`src/rtl/lt_pkg.sv`:
```
package lt_pkg;
    localparam int SLOT_BYTES      = 19;
    localparam int HDR_BYTES       = 3;
    localparam int SLOTS_PER_GROUP = 21;
    localparam int GROUP_BYTES     = SLOT_BYTES * SLOTS_PER_GROUP + 1;
    localparam int LANES           = 4;
    localparam int GROUP_WORDS     = GROUP_BYTES / LANES;
    localparam int OFF_W           = $clog2(SLOT_BYTES);

    localparam logic [7:0] K_GROUP = 8'hBC;
    localparam logic [7:0] K_FRAME = 8'hFC;

    typedef struct packed {
        logic [OFF_W-1:0] off;
        logic [23:0]      hdr;
        logic [7:0]       pay;
    } slot_pos_t;

    typedef enum logic [1:0] {ST_HUNT, ST_CONFIRM, ST_LOCKED} rx_state_t;

    function automatic logic [7:0] slot_byte(slot_pos_t s);
        logic [7:0] b;
        case (s.off)
            OFF_W'(0): b = s.hdr[23:16];
            OFF_W'(1): b = s.hdr[15:8];
            OFF_W'(2): b = s.hdr[7:0];
            default:   b = 8'(s.pay + 8'(s.off) - 8'(HDR_BYTES));
        endcase
        return b;
    endfunction

    function automatic slot_pos_t slot_step(slot_pos_t s);
        slot_pos_t n;
        n = s;
        if (s.off == OFF_W'(SLOT_BYTES - 1)) begin
            n.off = '0;
            n.hdr = s.hdr + 24'd1;
            n.pay = s.pay + 8'd1;
        end else begin
            n.off = s.off + OFF_W'(1);
        end
        return n;
    endfunction
endpackage

```
`src/rtl/lt_frame_pos.sv`:
```
module lt_frame_pos #(
    parameter int GROUPS_BASE = 1920,
    parameter int GROUP_WORDS = 100
) (
    input  logic       clk,
    input  logic       rst_n,
    input  logic [1:0] rate_sel_i,
    input  logic       restart_i,
    output logic       grp_end_o,
    output logic       frm_end_o,
    output logic       frm_start_o
);
    localparam int MAX_GROUPS = GROUPS_BASE * 8;
    localparam int GPOS_W     = $clog2(MAX_GROUPS);
    localparam int WPOS_W     = $clog2(GROUP_WORDS);

    typedef struct packed {
        logic [WPOS_W-1:0] w;
        logic [GPOS_W-1:0] g;
    } pos_t;

    pos_t pos_d, pos_q;
    logic [GPOS_W:0]   n_groups;
    logic [GPOS_W-1:0] last_g;

    always_comb begin
        n_groups    = (GPOS_W+1)'(GROUPS_BASE) << rate_sel_i;
        last_g      = GPOS_W'(n_groups - 1'b1);
        grp_end_o   = (pos_q.w == WPOS_W'(GROUP_WORDS - 1));
        frm_end_o   = grp_end_o && (pos_q.g >= last_g);
        frm_start_o = (pos_q.w == '0) && (pos_q.g == '0);
        pos_d = pos_q;
        if (restart_i) begin
            pos_d = '0;
        end else if (grp_end_o) begin
            pos_d.w = '0;
            pos_d.g = (pos_q.g >= last_g) ? '0 : pos_q.g + 1'b1;
        end else begin
            pos_d.w = pos_q.w + 1'b1;
        end
    end

    always_ff @(posedge clk) begin
        if (!rst_n) pos_q <= '0;
        else        pos_q <= pos_d;
    end

    a_r3_group_wrap: assert property (@(posedge clk) disable iff (!rst_n)
        grp_end_o |=> (pos_q.w == '0));
endmodule

```
`src/rtl/lt_tx_gen.sv`:
```
module lt_tx_gen
    import lt_pkg::*;
(
    input  logic        clk,
    input  logic        rst_n,
    input  logic        grp_end_i,
    input  logic        frm_end_i,
    output logic [31:0] tx_data_o,
    output logic [3:0]  tx_k_o
);
    slot_pos_t pos_d, pos_q;

    always_comb begin
        slot_pos_t cur;
        cur       = pos_q;
        tx_data_o = '0;
        tx_k_o    = '0;
        for (int l = 0; l < LANES; l++) begin
            if (l == LANES - 1 && grp_end_i) begin
                tx_data_o[8*l +: 8] = frm_end_i ? K_FRAME : K_GROUP;
                tx_k_o[l]           = 1'b1;
            end else begin
                tx_data_o[8*l +: 8] = slot_byte(cur);
                cur                 = slot_step(cur);
            end
        end
        pos_d = cur;
    end

    always_ff @(posedge clk) begin
        if (!rst_n) pos_q <= '0;
        else        pos_q <= pos_d;
    end

    a_r1_slot_in_range: assert property (@(posedge clk) disable iff (!rst_n)
        pos_q.off < OFF_W'(SLOT_BYTES));
endmodule

```
`src/rtl/lt_rx_check.sv`:
```
module lt_rx_check
    import lt_pkg::*;
(
    input  logic        clk,
    input  logic        rst_n,
    input  logic [31:0] rx_data_i,
    input  logic [3:0]  rx_k_i,
    input  logic        grp_end_i,
    input  logic        frm_end_i,
    input  logic        frm_start_i,
    output logic        restart_o,
    output logic        locked_o,
    output logic        idle_o,
    output logic        resync_o,
    output logic [5:0]  err_bits_o
);
    localparam int MISS_LIMIT = 3;

    typedef struct packed {
        rx_state_t st;
        logic [1:0] miss;
        logic       seed;
        logic       resync;
        logic       bnd_ok;
        slot_pos_t  exp;
    } rx_t;

    rx_t r_d, r_q;
    logic bnd_good, frame_char;

    always_comb begin
        slot_pos_t cur;
        logic [7:0] diff;
        frame_char = rx_k_i[3] && (rx_data_i[31:24] == K_FRAME);
        bnd_good   = rx_k_i[3] && (rx_k_i[2:0] == '0) &&
                     (rx_data_i[31:24] == (frm_end_i ? K_FRAME : K_GROUP));
        r_d        = r_q;
        restart_o  = 1'b0;
        err_bits_o = '0;
        cur        = r_q.exp;
        diff       = '0;
        case (r_q.st)
            ST_HUNT: begin
                if (frame_char) begin
                    restart_o = 1'b1;
                    r_d.st    = ST_CONFIRM;
                end
            end
            ST_CONFIRM: begin
                if (grp_end_i) begin
                    if (!bnd_good) begin
                        r_d.st = ST_HUNT;
                    end else if (frm_end_i) begin
                        r_d.st     = ST_LOCKED;
                        r_d.seed   = 1'b1;
                        r_d.miss   = '0;
                        r_d.resync = 1'b0;
                        r_d.bnd_ok = 1'b1;
                    end
                end
            end
            ST_LOCKED: begin
                if (r_q.seed && frm_start_i) begin
                    cur.hdr  = {rx_data_i[7:0], rx_data_i[15:8], rx_data_i[23:16]};
                    cur.pay  = rx_data_i[31:24];
                    cur.off  = OFF_W'(LANES);
                    r_d.seed = 1'b0;
                end else begin
                    for (int l = 0; l < LANES; l++) begin
                        if (!(l == LANES - 1 && grp_end_i)) begin
                            diff       = rx_data_i[8*l +: 8] ^ slot_byte(cur);
                            err_bits_o = err_bits_o + 6'($countones(diff));
                            cur        = slot_step(cur);
                        end
                    end
                end
                if (grp_end_i) begin
                    if (bnd_good) begin
                        r_d.miss   = '0;
                        r_d.bnd_ok = 1'b1;
                    end else begin
                        r_d.bnd_ok = 1'b0;
                        if (r_q.miss == 2'(MISS_LIMIT - 1)) begin
                            r_d.st     = ST_HUNT;
                            r_d.miss   = '0;
                            r_d.resync = 1'b1;
                        end else begin
                            r_d.miss = r_q.miss + 1'b1;
                        end
                    end
                end
            end
            default: r_d.st = ST_HUNT;
        endcase
        r_d.exp = cur;
    end

    always_ff @(posedge clk) begin
        if (!rst_n) r_q <= '{st: ST_HUNT, default: '0};
        else        r_q <= r_d;
    end

    assign locked_o = (r_q.st == ST_LOCKED);
    assign idle_o   = locked_o && r_q.bnd_ok;
    assign resync_o = r_q.resync;

    a_r4_lock_at_frame_start: assert property (@(posedge clk) disable iff (!rst_n)
        (locked_o && $past(r_q.st) != ST_LOCKED) |-> frm_start_i);
    a_r10_miss_bound: assert property (@(posedge clk) disable iff (!rst_n)
        r_q.miss < 2'(MISS_LIMIT));
    a_r13_resync_clear_on_lock: assert property (@(posedge clk) disable iff (!rst_n)
        $rose(locked_o) |-> !resync_o);
endmodule

```
`src/rtl/lt_err_accum.sv`:
```
module lt_err_accum #(
    parameter int ERR_W = 32
) (
    input  logic             clk,
    input  logic             rst_n,
    input  logic             clr_i,
    input  logic [5:0]       bits_i,
    input  logic [3:0]       code_err_i,
    output logic [ERR_W-1:0] cnt_o,
    output logic             data_err_o,
    output logic             code_err_o
);
    typedef struct packed {
        logic [ERR_W-1:0] cnt;
        logic             data_err;
        logic             code_err;
    } acc_t;

    acc_t a_d, a_q;
    logic [ERR_W:0] sum;

    always_comb begin
        sum = {1'b0, a_q.cnt} + (ERR_W+1)'(bits_i);
        a_d = a_q;
        if (clr_i) begin
            a_d = '0;
        end else begin
            a_d.cnt      = sum[ERR_W] ? '1 : sum[ERR_W-1:0];
            a_d.data_err = a_q.data_err || (bits_i != '0);
            a_d.code_err = a_q.code_err || (code_err_i != '0);
        end
    end

    always_ff @(posedge clk) begin
        if (!rst_n) a_q <= '0;
        else        a_q <= a_d;
    end

    assign cnt_o      = a_q.cnt;
    assign data_err_o = a_q.data_err;
    assign code_err_o = a_q.code_err;

    a_r7_no_wrap: assert property (@(posedge clk) disable iff (!rst_n)
        !clr_i |=> (a_q.cnt >= $past(a_q.cnt)));
    a_r8_clear_wins: assert property (@(posedge clk) disable iff (!rst_n)
        clr_i |=> (a_q.cnt == '0 && !a_q.data_err && !a_q.code_err));
endmodule

```
`src/rtl/link_test_top.sv`:
```
module link_test_top
    import lt_pkg::*;
#(
    parameter int GROUPS_BASE = 1920,
    parameter int ERR_W       = 32
) (
    input  logic             clk,
    input  logic             rst_n,
    input  logic [1:0]       rate_sel_i,
    output logic [31:0]      tx_data_o,
    output logic [3:0]       tx_k_o,
    output logic             tx_fsync_o,
    input  logic [31:0]      rx_data_i,
    input  logic [3:0]       rx_k_i,
    input  logic [3:0]       rx_code_err_i,
    input  logic             err_clr_i,
    output logic [ERR_W-1:0] err_count_o,
    output logic             rx_sync_n_o,
    output logic             rx_idle_n_o,
    output logic             rx_data_err_n_o,
    output logic             rx_code_err_n_o,
    output logic             rx_resync_n_o
);
    logic tx_grp_end, tx_frm_end;
    logic rx_grp_end, rx_frm_end, rx_frm_start, rx_restart;
    logic locked, idle, resync, data_err, code_err;
    logic [5:0] err_bits;

    lt_frame_pos #(.GROUPS_BASE(GROUPS_BASE), .GROUP_WORDS(GROUP_WORDS)) u_tx_pos (
        .clk(clk), .rst_n(rst_n), .rate_sel_i(rate_sel_i), .restart_i(1'b0),
        .grp_end_o(tx_grp_end), .frm_end_o(tx_frm_end), .frm_start_o(tx_fsync_o));

    lt_tx_gen u_tx (
        .clk(clk), .rst_n(rst_n), .grp_end_i(tx_grp_end), .frm_end_i(tx_frm_end),
        .tx_data_o(tx_data_o), .tx_k_o(tx_k_o));

    lt_frame_pos #(.GROUPS_BASE(GROUPS_BASE), .GROUP_WORDS(GROUP_WORDS)) u_rx_pos (
        .clk(clk), .rst_n(rst_n), .rate_sel_i(rate_sel_i), .restart_i(rx_restart),
        .grp_end_o(rx_grp_end), .frm_end_o(rx_frm_end), .frm_start_o(rx_frm_start));

    lt_rx_check u_rx (
        .clk(clk), .rst_n(rst_n), .rx_data_i(rx_data_i), .rx_k_i(rx_k_i),
        .grp_end_i(rx_grp_end), .frm_end_i(rx_frm_end), .frm_start_i(rx_frm_start),
        .restart_o(rx_restart), .locked_o(locked), .idle_o(idle),
        .resync_o(resync), .err_bits_o(err_bits));

    lt_err_accum #(.ERR_W(ERR_W)) u_acc (
        .clk(clk), .rst_n(rst_n), .clr_i(err_clr_i), .bits_i(err_bits),
        .code_err_i(rx_code_err_i), .cnt_o(err_count_o),
        .data_err_o(data_err), .code_err_o(code_err));

    assign rx_sync_n_o     = !locked;
    assign rx_idle_n_o     = !idle;
    assign rx_data_err_n_o = !data_err;
    assign rx_code_err_n_o = !code_err;
    assign rx_resync_n_o   = resync;

    a_r3_fsync_after_frame_char: assert property (@(posedge clk) disable iff (!rst_n)
        (tx_k_o[3] && tx_data_o[31:24] == K_FRAME) |=> tx_fsync_o);
    a_r9_hold_when_unlocked: assert property (@(posedge clk) disable iff (!rst_n)
        (rx_sync_n_o && !err_clr_i) |=> $stable(err_count_o));
endmodule

```
`config.mk`:
```
export PLATFORM = sky130hd
export DESIGN_NAME = link_test_top
export DESIGN_NICKNAME = d
export VERILOG_FILES = /design/src/rtl/lt_pkg.sv /design/src/rtl/lt_frame_pos.sv /design/src/rtl/lt_tx_gen.sv /design/src/rtl/lt_rx_check.sv /design/src/rtl/lt_err_accum.sv /design/src/rtl/link_test_top.sv
export SDC_FILE = /design/constraint.sdc
export NUM_CORES = 1
export LEC_CHECK = 0
export ABC_AREA = 1
export BUFFER_PORTS_ARGS = -buffer_cell sky130_fd_sc_hd__buf_2
export CORE_UTILIZATION = 44
export CTS_CLUSTER_DIAMETER = 40
export DETAILED_ROUTE_END_ITERATION = 10
export PLACE_DENSITY = 0.75
export SLEW_MARGIN = 40
export SYNTH_ARGS = -nofsm -noshare
export SYNTH_HDL_FRONTEND = slang
export SYNTH_HIERARCHICAL = 1
export SYNTH_SLANG_ARGS = --single-unit
```
`constraint.sdc`:
```
create_clock -name clk -period 11.2 [get_ports clk]
set_input_delay 2.24 -clock clk [delete_from_list [all_inputs] [get_ports clk]]
set_output_delay 2.24 -clock clk [all_outputs]
set_load 0.02 [all_outputs]
```
Word level (Yosys, flattened, before mapping) --
Index checks and enable logic that the tools add are counted.
Operators by class: $add $sub $neg 78, multipliers 0, div/mod/pow operators 0, order comparisons 2, eq/ne operators 40, shift operators 1, muxes and demuxes 77, bitwise logic cells 5, reductions and logical operators 40
Operators with widths (number):
- 37-bit two-way mux | 9
- 32-bit two-way mux | 9
- 24-bit by 1-bit adder with 24-bit output, second input constant | 8
- 8-bit one-hot mux with 3 select lines | 8
- 6-bit adder | 15
- 8-bit two-way mux | 10
- 8-bit by 1-bit adder with 8-bit output, second input constant | 8
- 8-bit by 5-bit adder with 8-bit output | 8
- 8-bit by 2-bit subtractor with 8-bit output, second input constant | 8
- 6-bit two-way mux | 9
- 5-bit two-way mux | 9
- 5-bit by 1-bit adder with 5-bit output, second input constant | 8
- 5-bit by 1-bit equality test with 1-bit output, second input constant | 8
- 5-bit by 2-bit equality test with 1-bit output, second input constant | 8
- 5-bit equality test, second input constant | 8
- 5-bit zero test | 8
- 32-bit by 6-bit adder with 33-bit output | 1
- 1-bit by 1-bit adder with 2-bit output | 16
- 8-bit bitwise XOR | 4
- 14-bit by 1-bit adder with 14-bit output, second input constant | 2
- 14-bit >= comparator | 2
- 14-bit zero test | 2
- 14-bit two-way mux | 2
- 7-bit two-way mux | 4
- 32 further kinds | 69
Storage, ports and cells: register bits after elaboration 157, latch bits 0, memory bits (writable) 0, memory bits (read-only) 0, output and inout port bits 74, word-level logic and storage cells 261, memories 0

Longest topological paths before layout --
depth after elaboration 29, gate-level depth with buffers 57, mapped depth without buffers 55

By module --
Netlist, hierarchy kept.
Modules (own cells, without submodules):
- lt_rx_check | times used 1, cells an instance 1632, area an instance 9932.0 µm², seq. area each 880.8 µm²
- lt_tx_gen | times used 1, cells an instance 1308, area an instance 7513.5 µm², seq. area each 740.7 µm²
- lt_frame_pos | times used 2, cells an instance 207, area an instance 1435.1 µm², seq. area each 420.4 µm²
- lt_err_accum | times used 1, cells an instance 353, area an instance 2298.5 µm², seq. area each 680.7 µm²
- link_test_top | times used 1, cells an instance 5, area an instance 18.8 µm², seq. area each 0.0 µm²

Least setup slack after synthesis --
No wires, ideal clock.
path type input to register, start point input rx_data_i[0], end point register u_acc.a_q (netlist bit u_acc/cnt_o[12]), setup time 109 ps, arrival 12085 ps, data required time 11091 ps, path slack -994 ps, stages 39, path buffers 1, cells stage by stage xor2_1 -> fa_1 -> inv_1 -> ha_1 -> inv_1 -> fa_1 -> fa_1 -> fa_1 -> fa_1 -> fa_1 -> fa_1 -> fa_1 -> fa_1 -> fa_1 -> inv_1 -> fa_1 -> inv_1 -> fa_1 -> (+3 left out) -> nor2_1 -> nor2_1 -> nor2_1 -> o21ai_0 -> o21ai_0 -> a21oi_1 -> ha_1 -> nand2_1 -> nor2_1 -> nand3_1 -> nand2_2 -> nand2_4 -> inv_2 -> nand2_4 -> buf_6 -> nand3_2 -> nand2_1 -> inv_1
Between the ends: word-level cells in the longest chain between the ends 18
Ends and longest elaborated chain:
- start, declared | RTL line link_test_top.sv:13 | input logic [31:0] rx_data_i,
- 8-bit bitwise XOR (*) | RTL line lt_rx_check.sv:71 | diff = rx_data_i[8*l +: 8] ^ slot_byte(cur);
- 1-bit by 1-bit adder with 2-bit output (not written as such) (*) | RTL line lt_rx_check.sv:72 | err_bits_o = err_bits_o + 6'($countones(diff));
- 6-bit adder (not written as such) (*) (2 in a row) | RTL line lt_rx_check.sv:72
- 6-bit two-way mux (*) | RTL line lt_rx_check.sv:63 | if (r_q.seed && frm_start_i) begin
- 6-bit two-way mux (*) | RTL line lt_rx_check.sv:42 | case (r_q.st)
- 6-bit adder (*) | RTL line lt_rx_check.sv:72
- 6-bit two-way mux (*) | RTL line lt_rx_check.sv:63
- 6-bit two-way mux (*) | RTL line lt_rx_check.sv:42
- (+2 left out)
- 6-bit two-way mux (*) | RTL line lt_rx_check.sv:42
- 6-bit adder | RTL line lt_rx_check.sv:72
- 6-bit two-way mux (*) | RTL line lt_rx_check.sv:70 | if (!(l == LANES - 1 && grp_end_i)) begin
- 6-bit two-way mux (*) | RTL line lt_rx_check.sv:63
- 6-bit two-way mux (*) | RTL line lt_rx_check.sv:42
- via err_bits[4] | RTL line link_test_top.sv:27 | logic [5:0] err_bits;
- 32-bit by 6-bit adder with 33-bit output (*) | RTL line lt_err_accum.sv:23 | sum = {1'b0, a_q.cnt} + (ERR_W+1)'(bits_i);
- 32-bit two-way mux (*) | RTL line lt_err_accum.sv:28 | a_d.cnt = sum[ERR_W] ? '1 : sum[ERR_W-1:0];
- end signal, assigned | RTL line lt_err_accum.sv:35 | if (!rst_n) a_q <= '0;
- end signal, assigned | RTL line lt_err_accum.sv:36 | else a_q <= a_d;
- end, declared | RTL line lt_err_accum.sv:19 | acc_t a_d, a_q;
Mark *: on every way through the listed nets, which the timed path passes. The rest lies on a longest branch. The select of a mux whose other input is x is not followed. A chain may end at the register's enable or synchronous reset.

Final worst setup path --
start point input rx_data_i[0], end point register u_acc.a_q (netlist bit u_acc/cnt_o[26])
Same word-level chain as after synthesis.

==> flow_summary_export.csv <==
group,metric,value,unit
layout,most-common-layout-cells,"nand2_1, inv_1, nor2_1",
timing,rsz0062_at_grt,"true",
timing,tns,-14.41,ns
die,die_area,52350,µm²
layout,multi_input_area,17120,µm²
layout,num-fill-cells,5172,
min_path,hold_start,"u_rx_pos/pos_q[14]",
timing,fin_ws,-0.5002,ns
die,row_count,82,
routing,wirelength,75.93,mm
setup_path,critPathArrivalTime,12.10,ns
layout,final_common_cell,"nand2_1",
setup_path,r2r_cells,48,
logic_synthesis,synth.distinct_cells,68,
timing,fin_worst_skew,0.02224,ns
clock_tree,clk_latency,0.45,ns
clock_tree,cts-root-buf,"clkbuf_16",
setup_path,cp-end-kind,"flip-flop",
timing,finalSetupViolCount,32,
placed_design,hpwl,61.73,mm
logic_synthesis,ys_ff_latch,157,
timing,hold_violations,0,
run_status,outcome,"finished, violations left",
routing,detail_route.wl_per_cell,16.60,µm
routing,first_iter_violations,2533,
setup_path,crit_path_frequent_cell,"fa_1",
timing,slew_violations,0,
clock_tree,htreeDepth,4,
logic_synthesis,synthCells,3712,
timing,slew_headroom,0.4285,
layout,final_cells,4575,
placed_design,dp_cells,4532,
grt,grt_max_degree,44,
run_status,violations,"negative setup slack",
placed_design,finalWeightedCongestion,1.068,
grt,global_route.overflow_total,0,
setup_path,crit_fanout,7,
clock_tree,cts.sink_count,157,
logic_synthesis,synth-seq-area-share,0.1389,
clock_tree,cts_buffers,17,
setup_path,rr_startpoint,"u_rx/r_q[32]",
layout,nets,4144,
die,io_pins,119,
routing,first_pass_iters,6,
layout,drive_gt1_frac,0.1750,
routing,vias,24860,
setup_path,cp-startpoint,"rx_data_i[0]",
die,die_y,228.8,µm
grt,grt_pass1_wl,116.9,mm
placed_design,io_buffers,115,
timing,fin_crit,11.70,ns
clock_tree,hold_buffers,0,
routing,vias_per_cell,5.435,
logic_synthesis,async_flop_share,0,
logic_synthesis,avgSynthCellArea,6.097,µm²
layout,syn2layout_area_growth,12.31,%
setup_path,crit_slowest_cell,"fa_1",
logic_synthesis,synth-edff-count,0,
routing,drc_errors,0,
min_path,hp-class,"reg -> reg",
layout,seq_area,3143,µm²
timing,timing.final.crit_share,1.045,
setup_path,worstPathRequired,11.60,ns
grt,grt_util_all_layers,0.2796,
layout,finalInstanceArea,25420,µm²
min_path,holdPathStages,1,
run,drv_cap,0,
grt,grt_pass1_vias,21990,
setup_path,cpPeakStageDelay,0.57,ns
timing,tightestPinTransition,0.8522,ns
clock_tree,cts_tree,"yes",
die,core_area,50480,µm²
setup_path,start_kind,"input pin",
grt,antenna_found_initial,0,
logic_synthesis,yosysWarnings,6,
logic_synthesis,mappedNetlistArea,22630,µm²
timing,clock.fmax,0.08547,GHz
die,die-width,228.8,µm
layout,final_util,0.5035,
setup_path,critical_path_class,"in -> reg",
placed_design,placed_cell_area,24380,µm²
logic_synthesis,ys.flop_type,"dfxtp_1",
routing,detail-route-antenna-nets,0,
clock_tree,clockBufferDepth,2,
die,initial_utilization,0.4484,
clock_tree,clk_pin_slew,0.07,ns
==> logic make-up (layout without fill, tap and decap cells) <==
| family | Yosys count | after routing | synth area share |
|---|---|---|---|
| and+or+nand+nor | 2062 | 2063 | 0.4366 |
| buffers and inverters | 694 | 881 | 0.1220 |
| DFF | 157 | 157 | 0.1389 |
| AOI/OAI and AO/OA | 430 | 430 | 0.1138 |
| adders and majority gates | 210 | 210 | 0.1254 |
| other | 2 | 5 | 0.0003318 |
| xor gates and xnor gates | 157 | 157 | 0.06308 |
==> area by class of cell <==
cell class / count / area share
Multi-Input combinational cell: 2864 / 0.6736
Sequential cell: 157 / 0.1237
Inverter: 649 / 0.09638
Timing Repair Buffer: 200 / 0.05050
Tap cell: 672 / 0.03308
Clock buffer: 18 / 0.01688
Clock inverter: 14 / 0.005809
Antenna cell: 1 / 0.00009845
==> sequential cells by signal, indices dropped and copies added (netlist names) <==
signal / cells
u_acc/cnt_o: 32
u_acc/code_err_o: 1
u_rx/resync_o: 1
u_rx_pos/pos_q: 21
u_tx_pos/pos_q: 21
u_rx/r_q: 43
u_acc/data_err_o: 1
u_tx/pos_q: 37
==> per-layer routing <==
metal | vias to the layer above | part of all wire | track usage
met5 | - | 0 | 0
met4 | 0 | 0.033 | 0.09583
met3 | 160 | 0.092 | 0.04691
met2 | 1130 | 0.44 | 0.4413
met1 | 11310 | 0.43 | 0.3829
li1 | 12270 | - | -
==> timing repair <==
action,4_1_cts,5_1_grt
gates resized for setup,29,62
hold endpoints to repair,0,0
setup endpoints to repair,32,32
buffers inserted,2,7
gates cloned,1,0
pin swaps,5,13
==> worst paths after layout <==
kind                                            to  slack, ns
worst max register to register     u_acc/cnt_o[26]      -0.33
worst max-delay path               u_acc/cnt_o[26]      -0.50
worst min register to register  u_rx_pos/pos_q[14]       0.46
worst min-delay path            u_rx_pos/pos_q[14]       0.46
==> through the flow <==
step                hold WS, ns  setup slack (ns)
finish                   0.4638           -0.5002
global route             0.5003           -0.8010
CTS                      0.4689           -0.4850
detailed placement       0.4527           -0.9113
global placement         0.4480           -0.9013
floorplan                0.4300           -0.3105
==> worst max-delay path: cells and delay by family <==
family                   cells  cell delay [ns]
AO/OA/AOI/OAI                3             0.30
XOR/XNOR                     1             0.17
adder cells (fa/ha/maj)     17             7.83
buffers and inverters        7             0.51
AND/OR/NAND/NOR             12             1.02
==> synth_stat cells, drive strengths merged, types with 9 or more instances <==
master | instances | area share
a211oi | 13 | 0.0043
o221ai | 11 | 0.0043
o2111ai | 15 | 0.0058
xnor2 | 45 | 0.017
nand2 | 1048 | 0.19
fa | 28 | 0.025
dfxtp | 157 | 0.14
ha | 182 | 0.10
nor4 | 13 | 0.0036
nand3 | 319 | 0.084
buf | 24 | 0.010
nor3 | 71 | 0.018
nand4 | 85 | 0.024
o211ai | 11 | 0.0039
a21oi | 153 | 0.036
or2 | 10 | 0.0029
clkinv | 12 | 0.0022
o22ai | 34 | 0.0094
nor2 | 483 | 0.11
nand3b | 17 | 0.0056
inv | 637 | 0.11
a31oi | 18 | 0.0050
o21bai | 10 | 0.0033
a22oi | 9 | 0.0030
xor2 | 112 | 0.046
clkbuf | 21 | 0.0039
o21ai | 135 | 0.031
Power is not shown: default switching activity piles up to over one toggle a cycle in this logic, so the estimate is an artifact.
